File: config.mk
export PLATFORM = sky130hd
export DESIGN_NAME = offset_loop
export DESIGN_NICKNAME = d
export VERILOG_FILES = /design/src/rtl/offset_pkg.sv /design/src/rtl/offset_tick.sv /design/src/rtl/offset_phase_ctl.sv /design/src/rtl/offset_iir.sv /design/src/rtl/offset_apply.sv /design/src/rtl/offset_monitor.sv /design/src/rtl/offset_loop.sv
export SDC_FILE = /design/constraint.sdc
export NUM_CORES = 1
export LEC_CHECK = 0
export BUFFER_PORTS_ARGS = -buffer_cell sky130_fd_sc_hd__buf_2
export CAP_MARGIN = 20
export CORE_UTILIZATION = 30
export CTS_BUF_LIST = sky130_fd_sc_hd__clkbuf_8
export DETAILED_ROUTE_END_ITERATION = 16
export HOLD_SLACK_MARGIN = 0.05
export PLACE_DENSITY = 0.45
export SYNTH_ARGS = -nofsm -noshare
export SYNTH_HDL_FRONTEND = slang
export SYNTH_SLANG_ARGS = --single-unit
File: constraint.sdc
create_clock -name clk -period 10.5 [get_ports clk]
set_input_delay 0.525 -clock clk [delete_from_list [all_inputs] [get_ports clk]]
set_output_delay 0.525 -clock clk [all_outputs]
set_load 0.005 [all_outputs]
File: src/rtl/offset_pkg.sv
package offset_pkg;
  typedef enum logic [1:0] {
    PH_FAST1 = 2'd0,
    PH_FAST2 = 2'd1,
    PH_RUN   = 2'd2
  } phase_e;
endpackage

File: src/rtl/offset_tick.sv
module offset_tick #(
  parameter int PERIOD = 16
) (
  input  logic clk,
  input  logic rst,
  output logic tick
);
  localparam int W = (PERIOD > 2) ? $clog2(PERIOD) : 1;
  localparam logic [W-1:0] LAST = W'(PERIOD - 1);

  logic [W-1:0] cnt_q;

  assign tick = (cnt_q == LAST);

  always_ff @(posedge clk) begin
    if (rst)       cnt_q <= '0;
    else if (tick) cnt_q <= '0;
    else           cnt_q <= cnt_q + 1'b1;
  end
endmodule

File: src/rtl/offset_phase_ctl.sv
module offset_phase_ctl
  import offset_pkg::*;
#(
  parameter int PH1      = 400,
  parameter int PH2      = 200,
  parameter int RATE_CYC = 16,
  parameter int MON_CYC  = 32
) (
  input  logic   clk,
  input  logic   rst,
  output phase_e phase,
  output logic   rate_tick,
  output logic   mon_tick
);
  localparam int TOT = PH1 + PH2;
  localparam int CW  = $clog2(TOT + 1);
  localparam logic [CW-1:0] END1 = CW'(PH1);
  localparam logic [CW-1:0] END2 = CW'(TOT);

  logic [CW-1:0] age_q;

  always_ff @(posedge clk) begin
    if (rst)               age_q <= '0;
    else if (age_q != END2) age_q <= age_q + 1'b1;
  end

  always_comb begin
    if (age_q < END1)      phase = PH_FAST1;
    else if (age_q < END2) phase = PH_FAST2;
    else                   phase = PH_RUN;
  end

  offset_tick #(.PERIOD(RATE_CYC)) u_rate (.clk(clk), .rst(rst), .tick(rate_tick));
  offset_tick #(.PERIOD(MON_CYC))  u_mon  (.clk(clk), .rst(rst), .tick(mon_tick));
endmodule

File: src/rtl/offset_iir.sv
module offset_iir #(
  parameter int DW   = 16,
  parameter int CWID = 12,
  parameter int FRAC = 8,
  parameter int NSET = 6,
  parameter int N1 [NSET] = '{128, 64, 32, 16, 8, 128},
  parameter int N2 [NSET] = '{128, 64, 32, 16, 8, 128},
  parameter int D2 [NSET] = '{0, -128, -192, -224, -240, 0}
) (
  input  logic                            clk,
  input  logic                            rst,
  input  logic                            smp_en,
  input  logic signed [DW-1:0]            x_in,
  input  logic [$clog2(NSET)-1:0]         set_idx,
  output logic signed [DW-1:0]            y_out
);
  localparam int ACCW = DW + CWID + 3;
  localparam logic signed [ACCW-1:0] MAXV = ACCW'((1 << (DW - 1)) - 1);
  localparam logic signed [ACCW-1:0] MINV = -MAXV - 1;

  logic signed [CWID-1:0] tab_n1 [NSET];
  logic signed [CWID-1:0] tab_n2 [NSET];
  logic signed [CWID-1:0] tab_d2 [NSET];

  for (genvar i = 0; i < NSET; i++) begin : g_coef
    assign tab_n1[i] = CWID'(N1[i]);
    assign tab_n2[i] = CWID'(N2[i]);
    assign tab_d2[i] = CWID'(D2[i]);
  end

  logic signed [DW-1:0]   xp_q, y_q;
  logic signed [CWID-1:0] c_n1, c_n2, c_d2;
  logic signed [ACCW-1:0] acc, shr;
  logic signed [DW-1:0]   y_new;

  always_comb begin
    if (32'(set_idx) < NSET) begin
      c_n1 = tab_n1[set_idx];
      c_n2 = tab_n2[set_idx];
      c_d2 = tab_d2[set_idx];
    end else begin
      c_n1 = '0;
      c_n2 = '0;
      c_d2 = '0;
    end
    acc = ACCW'(c_n1) * ACCW'(x_in)
        + ACCW'(c_n2) * ACCW'(xp_q)
        - ACCW'(c_d2) * ACCW'(y_q);
    shr = acc >>> FRAC;
    if (shr > MAXV)      y_new = MAXV[DW-1:0];
    else if (shr < MINV) y_new = MINV[DW-1:0];
    else                 y_new = shr[DW-1:0];
  end

  always_ff @(posedge clk) begin
    if (rst) begin
      xp_q <= '0;
      y_q  <= '0;
    end else if (smp_en) begin
      xp_q <= x_in;
      y_q  <= y_new;
    end
  end

  assign y_out = y_q;
endmodule

File: src/rtl/offset_apply.sv
module offset_apply #(
  parameter int DW   = 16,
  parameter int STEP = 4
) (
  input  logic                 clk,
  input  logic                 rst,
  input  logic signed [DW-1:0] est,
  input  logic                 hold,
  input  logic                 limit_en,
  input  logic                 rate_tick,
  output logic signed [DW-1:0] ofs
);
  localparam logic signed [DW:0]   STEP_W = (DW+1)'(STEP);
  localparam logic signed [DW-1:0] STEP_N = DW'(STEP);

  logic signed [DW-1:0] ofs_q;
  logic signed [DW:0]   gap;

  assign gap = {est[DW-1], est} - {ofs_q[DW-1], ofs_q};

  always_ff @(posedge clk) begin
    if (rst) begin
      ofs_q <= '0;
    end else if (!hold) begin
      if (!limit_en)          ofs_q <= est;
      else if (rate_tick) begin
        if (gap > STEP_W)       ofs_q <= ofs_q + STEP_N;
        else if (gap < -STEP_W) ofs_q <= ofs_q - STEP_N;
        else                    ofs_q <= est;
      end
    end
  end

  assign ofs = ofs_q;
endmodule

File: src/rtl/offset_monitor.sv
module offset_monitor #(
  parameter int DW     = 16,
  parameter int POS_TH = 1000,
  parameter int NEG_TH = -1000,
  parameter int LIMIT  = 8
) (
  input  logic                 clk,
  input  logic                 rst,
  input  logic                 tick,
  input  logic signed [DW-1:0] ofs,
  output logic                 err
);
  localparam int CW = $clog2(LIMIT + 1);
  localparam logic [CW-1:0]        TOP  = CW'(LIMIT);
  localparam logic signed [DW-1:0] POSV = DW'(POS_TH);
  localparam logic signed [DW-1:0] NEGV = DW'(NEG_TH);

  logic [CW-1:0] cnt_q;
  logic          err_q;

  always_ff @(posedge clk) begin
    if (rst) begin
      cnt_q <= '0;
      err_q <= 1'b0;
    end else begin
      if (tick) begin
        if (ofs > POSV && cnt_q != TOP)       cnt_q <= cnt_q + 1'b1;
        else if (ofs < NEGV && cnt_q != '0)   cnt_q <= cnt_q - 1'b1;
      end
      if (cnt_q == TOP) err_q <= 1'b1;
    end
  end

  assign err = err_q;
endmodule

File: src/rtl/offset_loop.sv
module offset_loop
  import offset_pkg::*;
#(
  parameter int DW        = 16,
  parameter int CWID      = 12,
  parameter int FRAC      = 8,
  parameter int NSET      = 6,
  parameter int N1 [NSET] = '{128, 64, 32, 16, 8, 128},
  parameter int N2 [NSET] = '{128, 64, 32, 16, 8, 128},
  parameter int D2 [NSET] = '{0, -128, -192, -224, -240, 0},
  parameter int PH1       = 400,
  parameter int PH2       = 200,
  parameter int RATE_CYC  = 16,
  parameter int STEP      = 4,
  parameter int MON_CYC   = 32,
  parameter int POS_TH    = 1000,
  parameter int NEG_TH    = -1000,
  parameter int MON_LIMIT = 8
) (
  input  logic                 clk,
  input  logic                 rst,
  input  logic                 in_valid,
  output logic                 in_ready,
  input  logic signed [DW-1:0] in_data,
  output logic                 out_valid,
  input  logic                 out_ready,
  output logic signed [DW-1:0] out_data,
  input  logic [2:0]           filt_sel,
  input  logic                 self_test,
  output logic                 init_done,
  output logic signed [DW-1:0] ofs_applied,
  output logic                 off_err
);
  localparam int SIW = $clog2(NSET);
  localparam logic signed [DW:0] HI = (DW+1)'((1 << (DW - 1)) - 1);
  localparam logic signed [DW:0] LO = -HI - 1;

  phase_e               phase;
  logic                 rate_tick, mon_tick, take, limit_en;
  logic [SIW-1:0]       set_idx;
  logic signed [DW-1:0] est, ofs;
  logic signed [DW:0]   diff;
  logic signed [DW-1:0] diff_sat;
  logic                 ov_q;
  logic signed [DW-1:0] od_q;

  offset_phase_ctl #(
    .PH1(PH1), .PH2(PH2), .RATE_CYC(RATE_CYC), .MON_CYC(MON_CYC)
  ) u_ctl (
    .clk(clk), .rst(rst), .phase(phase), .rate_tick(rate_tick), .mon_tick(mon_tick)
  );

  always_comb begin
    case (phase)
      PH_FAST1: set_idx = SIW'(0);
      PH_FAST2: set_idx = SIW'(1);
      default:  set_idx = SIW'(2 + int'(filt_sel[2:1]));
    endcase
  end

  assign limit_en  = (phase == PH_RUN) && filt_sel[0];
  assign init_done = (phase == PH_RUN);

  assign in_ready = !ov_q || out_ready;
  assign take     = in_valid && in_ready;

  offset_iir #(
    .DW(DW), .CWID(CWID), .FRAC(FRAC), .NSET(NSET), .N1(N1), .N2(N2), .D2(D2)
  ) u_iir (
    .clk(clk), .rst(rst), .smp_en(take), .x_in(in_data), .set_idx(set_idx), .y_out(est)
  );

  offset_apply #(.DW(DW), .STEP(STEP)) u_apply (
    .clk(clk), .rst(rst), .est(est), .hold(self_test), .limit_en(limit_en),
    .rate_tick(rate_tick), .ofs(ofs)
  );

  offset_monitor #(
    .DW(DW), .POS_TH(POS_TH), .NEG_TH(NEG_TH), .LIMIT(MON_LIMIT)
  ) u_mon (
    .clk(clk), .rst(rst), .tick(mon_tick), .ofs(ofs), .err(off_err)
  );

  always_comb begin
    diff = {in_data[DW-1], in_data} - {ofs[DW-1], ofs};
    if (diff > HI)      diff_sat = HI[DW-1:0];
    else if (diff < LO) diff_sat = LO[DW-1:0];
    else                diff_sat = diff[DW-1:0];
  end

  always_ff @(posedge clk) begin
    if (rst) begin
      ov_q <= 1'b0;
      od_q <= '0;
    end else if (take) begin
      ov_q <= 1'b1;
      od_q <= diff_sat;
    end else if (out_ready) begin
      ov_q <= 1'b0;
    end
  end

  assign out_valid   = ov_q;
  assign out_data    = od_q;
  assign ofs_applied = ofs;
endmodule

==> reports/results.ini <==
[floorplan]
fp.dieH_um=255
die_w_um=255
coreArea_um2=63200
dieArea_um2=65200
start_util=0.305
fp-row-count=92
io_pins=60

[layout]
drive_gt1_frac=0.163
diodes=0
fin_cells=3307
nNetsFinal=3042
finalInstanceArea_um2=22900
area_growth_pct=18.9
finish.utilization=0.362

[clocking]
cts_sinks=89
cts_buffers=9
cts_tree=yes
cts-root-buf=clkbuf_8
ctsHtreeMaxLevel=3
clock_latency_ns=0.45
clkSlewWorstSetupHoldPaths_ns=0.12
ctsLongestPathBuffers=2
postCtsHoldBufs=0

[detailed_routing]
routedWlPerCell_um=17.7
num_vias=16300
drt_iter0_markers=877
drtAntennaViolNets=0
drc_errors=0
routed_wl_mm=58.7
drt_pass1_iterations=5
viasPerCell=4.93

[power]
clkPwrFrac=0.112
p_comb_frac=0.673
sequentialPowerShare=0.215
p_sw_w=0.00128
power_density_nw_per_um2=106
ir_drop_mv=0.0960
p_leak_nw=11.2
total_power_w=0.00244
swShare=0.526
p_int_w=0.00116

[sta]
hold_viol_final=0
max_freq_ghz=0.0983
timing.final.crit_share=0.969
worst_pin_slew_ns=0.916
finClkSkew_ns=0.0266
maxSlewViolCount=0
setup_viol=0
tns_ns=0
timing.final.crit_period_ns=10.17
slew_headroom=0.387

[logic_synthesis]
ys_ff_latch=89
synthMuxAreaShare=0.00273
synth_top_cell_area_share=0.259
synth-simple-area-share=0.184
yosys.area.top_type=fa_1
yosysUniqueCellTypes=84
synth_compound_area_frac=0.130
synthTopCellsByArea=fa_1, ha_1, dfxtp_1
synth_edf_count=0
avgSynthCellArea_um2=8.41
synth_xor_area_frac=0.0464
synth_cells=2290
ys_seq_area_frac=0.0925
synth_ff_type=dfxtp_1
async_reset_ff_frac=0
synth_top_family_by_area=adder cells
ys_warn_count=0
synth_area_um2=19300
syn_nets=2876
yosys.area_share.adder=0.462

[placement]
dpl_cell_area_um2=21500
dp_cells=3265
port-buffer-count=59
routabilityCongestion=0.895
dp_hpwl_mm=46.7

[worst_setup_path]
cp_max_fo=11
critical_path.top_delay_family=adder cells
critPathRequiredTime_ns=10.83
cp-end-kind=flip-flop
path_buf_inv=13
arrival_ns=10.50
worstSetupPathType=reg2reg
path_depth=48
slowest_delay_ns=0.54
reg2reg_depth=48
critPathLaunchType=flip-flop
critPathSlowestCell=fa_1

[grt]
grt_pass1_wl_mm=92.8
overflow=0
grt_use_total=0.180
antenna_found_initial=0
grt_max_degree=50
grt_pass1_vias=16400

[run]
maxCapViolCount=0

[outcome]
status=completed

[worst_hold_path]
hp-class=in2reg
hold_depth=3

-- kinds of logic (layout without fill, tap and decap cells) --
family                   after synthesis  count (layout)
buffers and inverters                413             584
multiplexers                           5               5
AND/OR/NAND/NOR                      748             748
AO/OA/AOI/OAI                        371             371
flip-flops                            89              89
adder cells (fa/ha/maj)              562             562
XOR/XNOR                             102             102
-- area by class of cell --
cell class | instances | area (µm²)
fillers | 6587 | 40300
multi-input cells | 1788 | 16800
flip-flops and latches | 89 | 1790
repair buffers | 229 | 1770
inverters | 339 | 1270
well taps | 846 | 1060
clock buffers | 9 | 124
clock inverters | 7 | 73.8
-- sequential cells by signal (all words and copies together) (netlist names) --
name and count:
u_mon.cnt_q 4, out_data 16, u_iir.y_out 16, u_ctl.u_rate.cnt_q 4, u_ctl.u_mon.cnt_q 5, out_valid 1
u_apply.ofs 16, u_iir.xp_q 16, u_mon.err 1, u_ctl.age_q 10
-- worst paths after layout --
| path | endpoint | from | slack, ns |
|---|---|---|---|
| hold / removal | out_valid | in_valid | 0.31 |
| setup reg to reg | u_iir.y_out[11] | u_ctl.age_q[4] | 0.33 |
| setup / recovery | u_iir.y_out[11] | u_ctl.age_q[4] | 0.33 |
| hold reg to reg | u_ctl.u_mon.cnt_q[0] | u_ctl.u_mon.cnt_q[0] | 0.47 |
-- what timing repair did --
action / 4_1_cts / 5_1_grt
cloned: 0 / 4
setup endpoints to repair: 15 / 16
setup buffers: 2 / 19
pin swaps: 5 / 98
gates resized for setup: 21 / 134
hold endpoints to repair: 0 / 0
-- per-layer routing --
| layer | wire length (µm) | vias to the layer above | global-route usage |
|---|---|---|---|
| met5 | 0 | - | 0 |
| li1 | - | 7945 | - |
| met3 | 2470 | 32 | 0.0228 |
| met1 | 28700 | 8056 | 0.258 |
| met2 | 26400 | 269 | 0.285 |
| met4 | 1130 | 0 | 0.0440 |
-- per-stage QoR --
step	hold slack, ns	worst slack (ns)
5_1_grt	0.303	-0.141
3_3_place_gp	0.441	-0.226
3_5_place_dp	0.458	-0.277
4_1_cts	0.276	0.00632
2_1_floorplan	0.432	0.0180
6_report	0.310	0.330
-- cell usage after synthesis, drive strengths merged (31+ instances only) --
master,number
nor3,62
nand2,267
and2,104
fa,249
nand3,43
a21oi,121
inv,338
nor2,160
o21ai,53
a211oi,31
ha,313
dfxtp,89
clkbuf,60
xor2,45
xnor2,57
-- layout by cell type, fill, tap and decap left out, types with 61 or more instances in the layout --
cell type  instances
inv_1            335
fa_1             246
nor2_1           155
ha_1             274
buf_4            151
a21oi_1           99
and2_1           101
dfxtp_1           84
nand2_1          262
nor3_1            61
-- worst min-delay path, cell delays in order --
cell	delay, ns
buf_2	0.11
inv_1	0.04
a21oi_1	0.04
-- power groups by stage --
| stage | logic, W | registers [W] | clock network (W) |
|---|---|---|---|
| floorplan | 0.00104 | 0.000442 | 0 |
| global placement | 0.00145 | 0.000532 | 0 |
| detailed placement | 0.00146 | 0.000529 | 0 |
| CTS | 0.00148 | 0.000521 | 0.000287 |
| global route | 0.00181 | 0.000533 | 0.000299 |
| finish | 0.00164 | 0.000524 | 0.000273 |
Note: power is estimated with default switching activity, not from simulation.
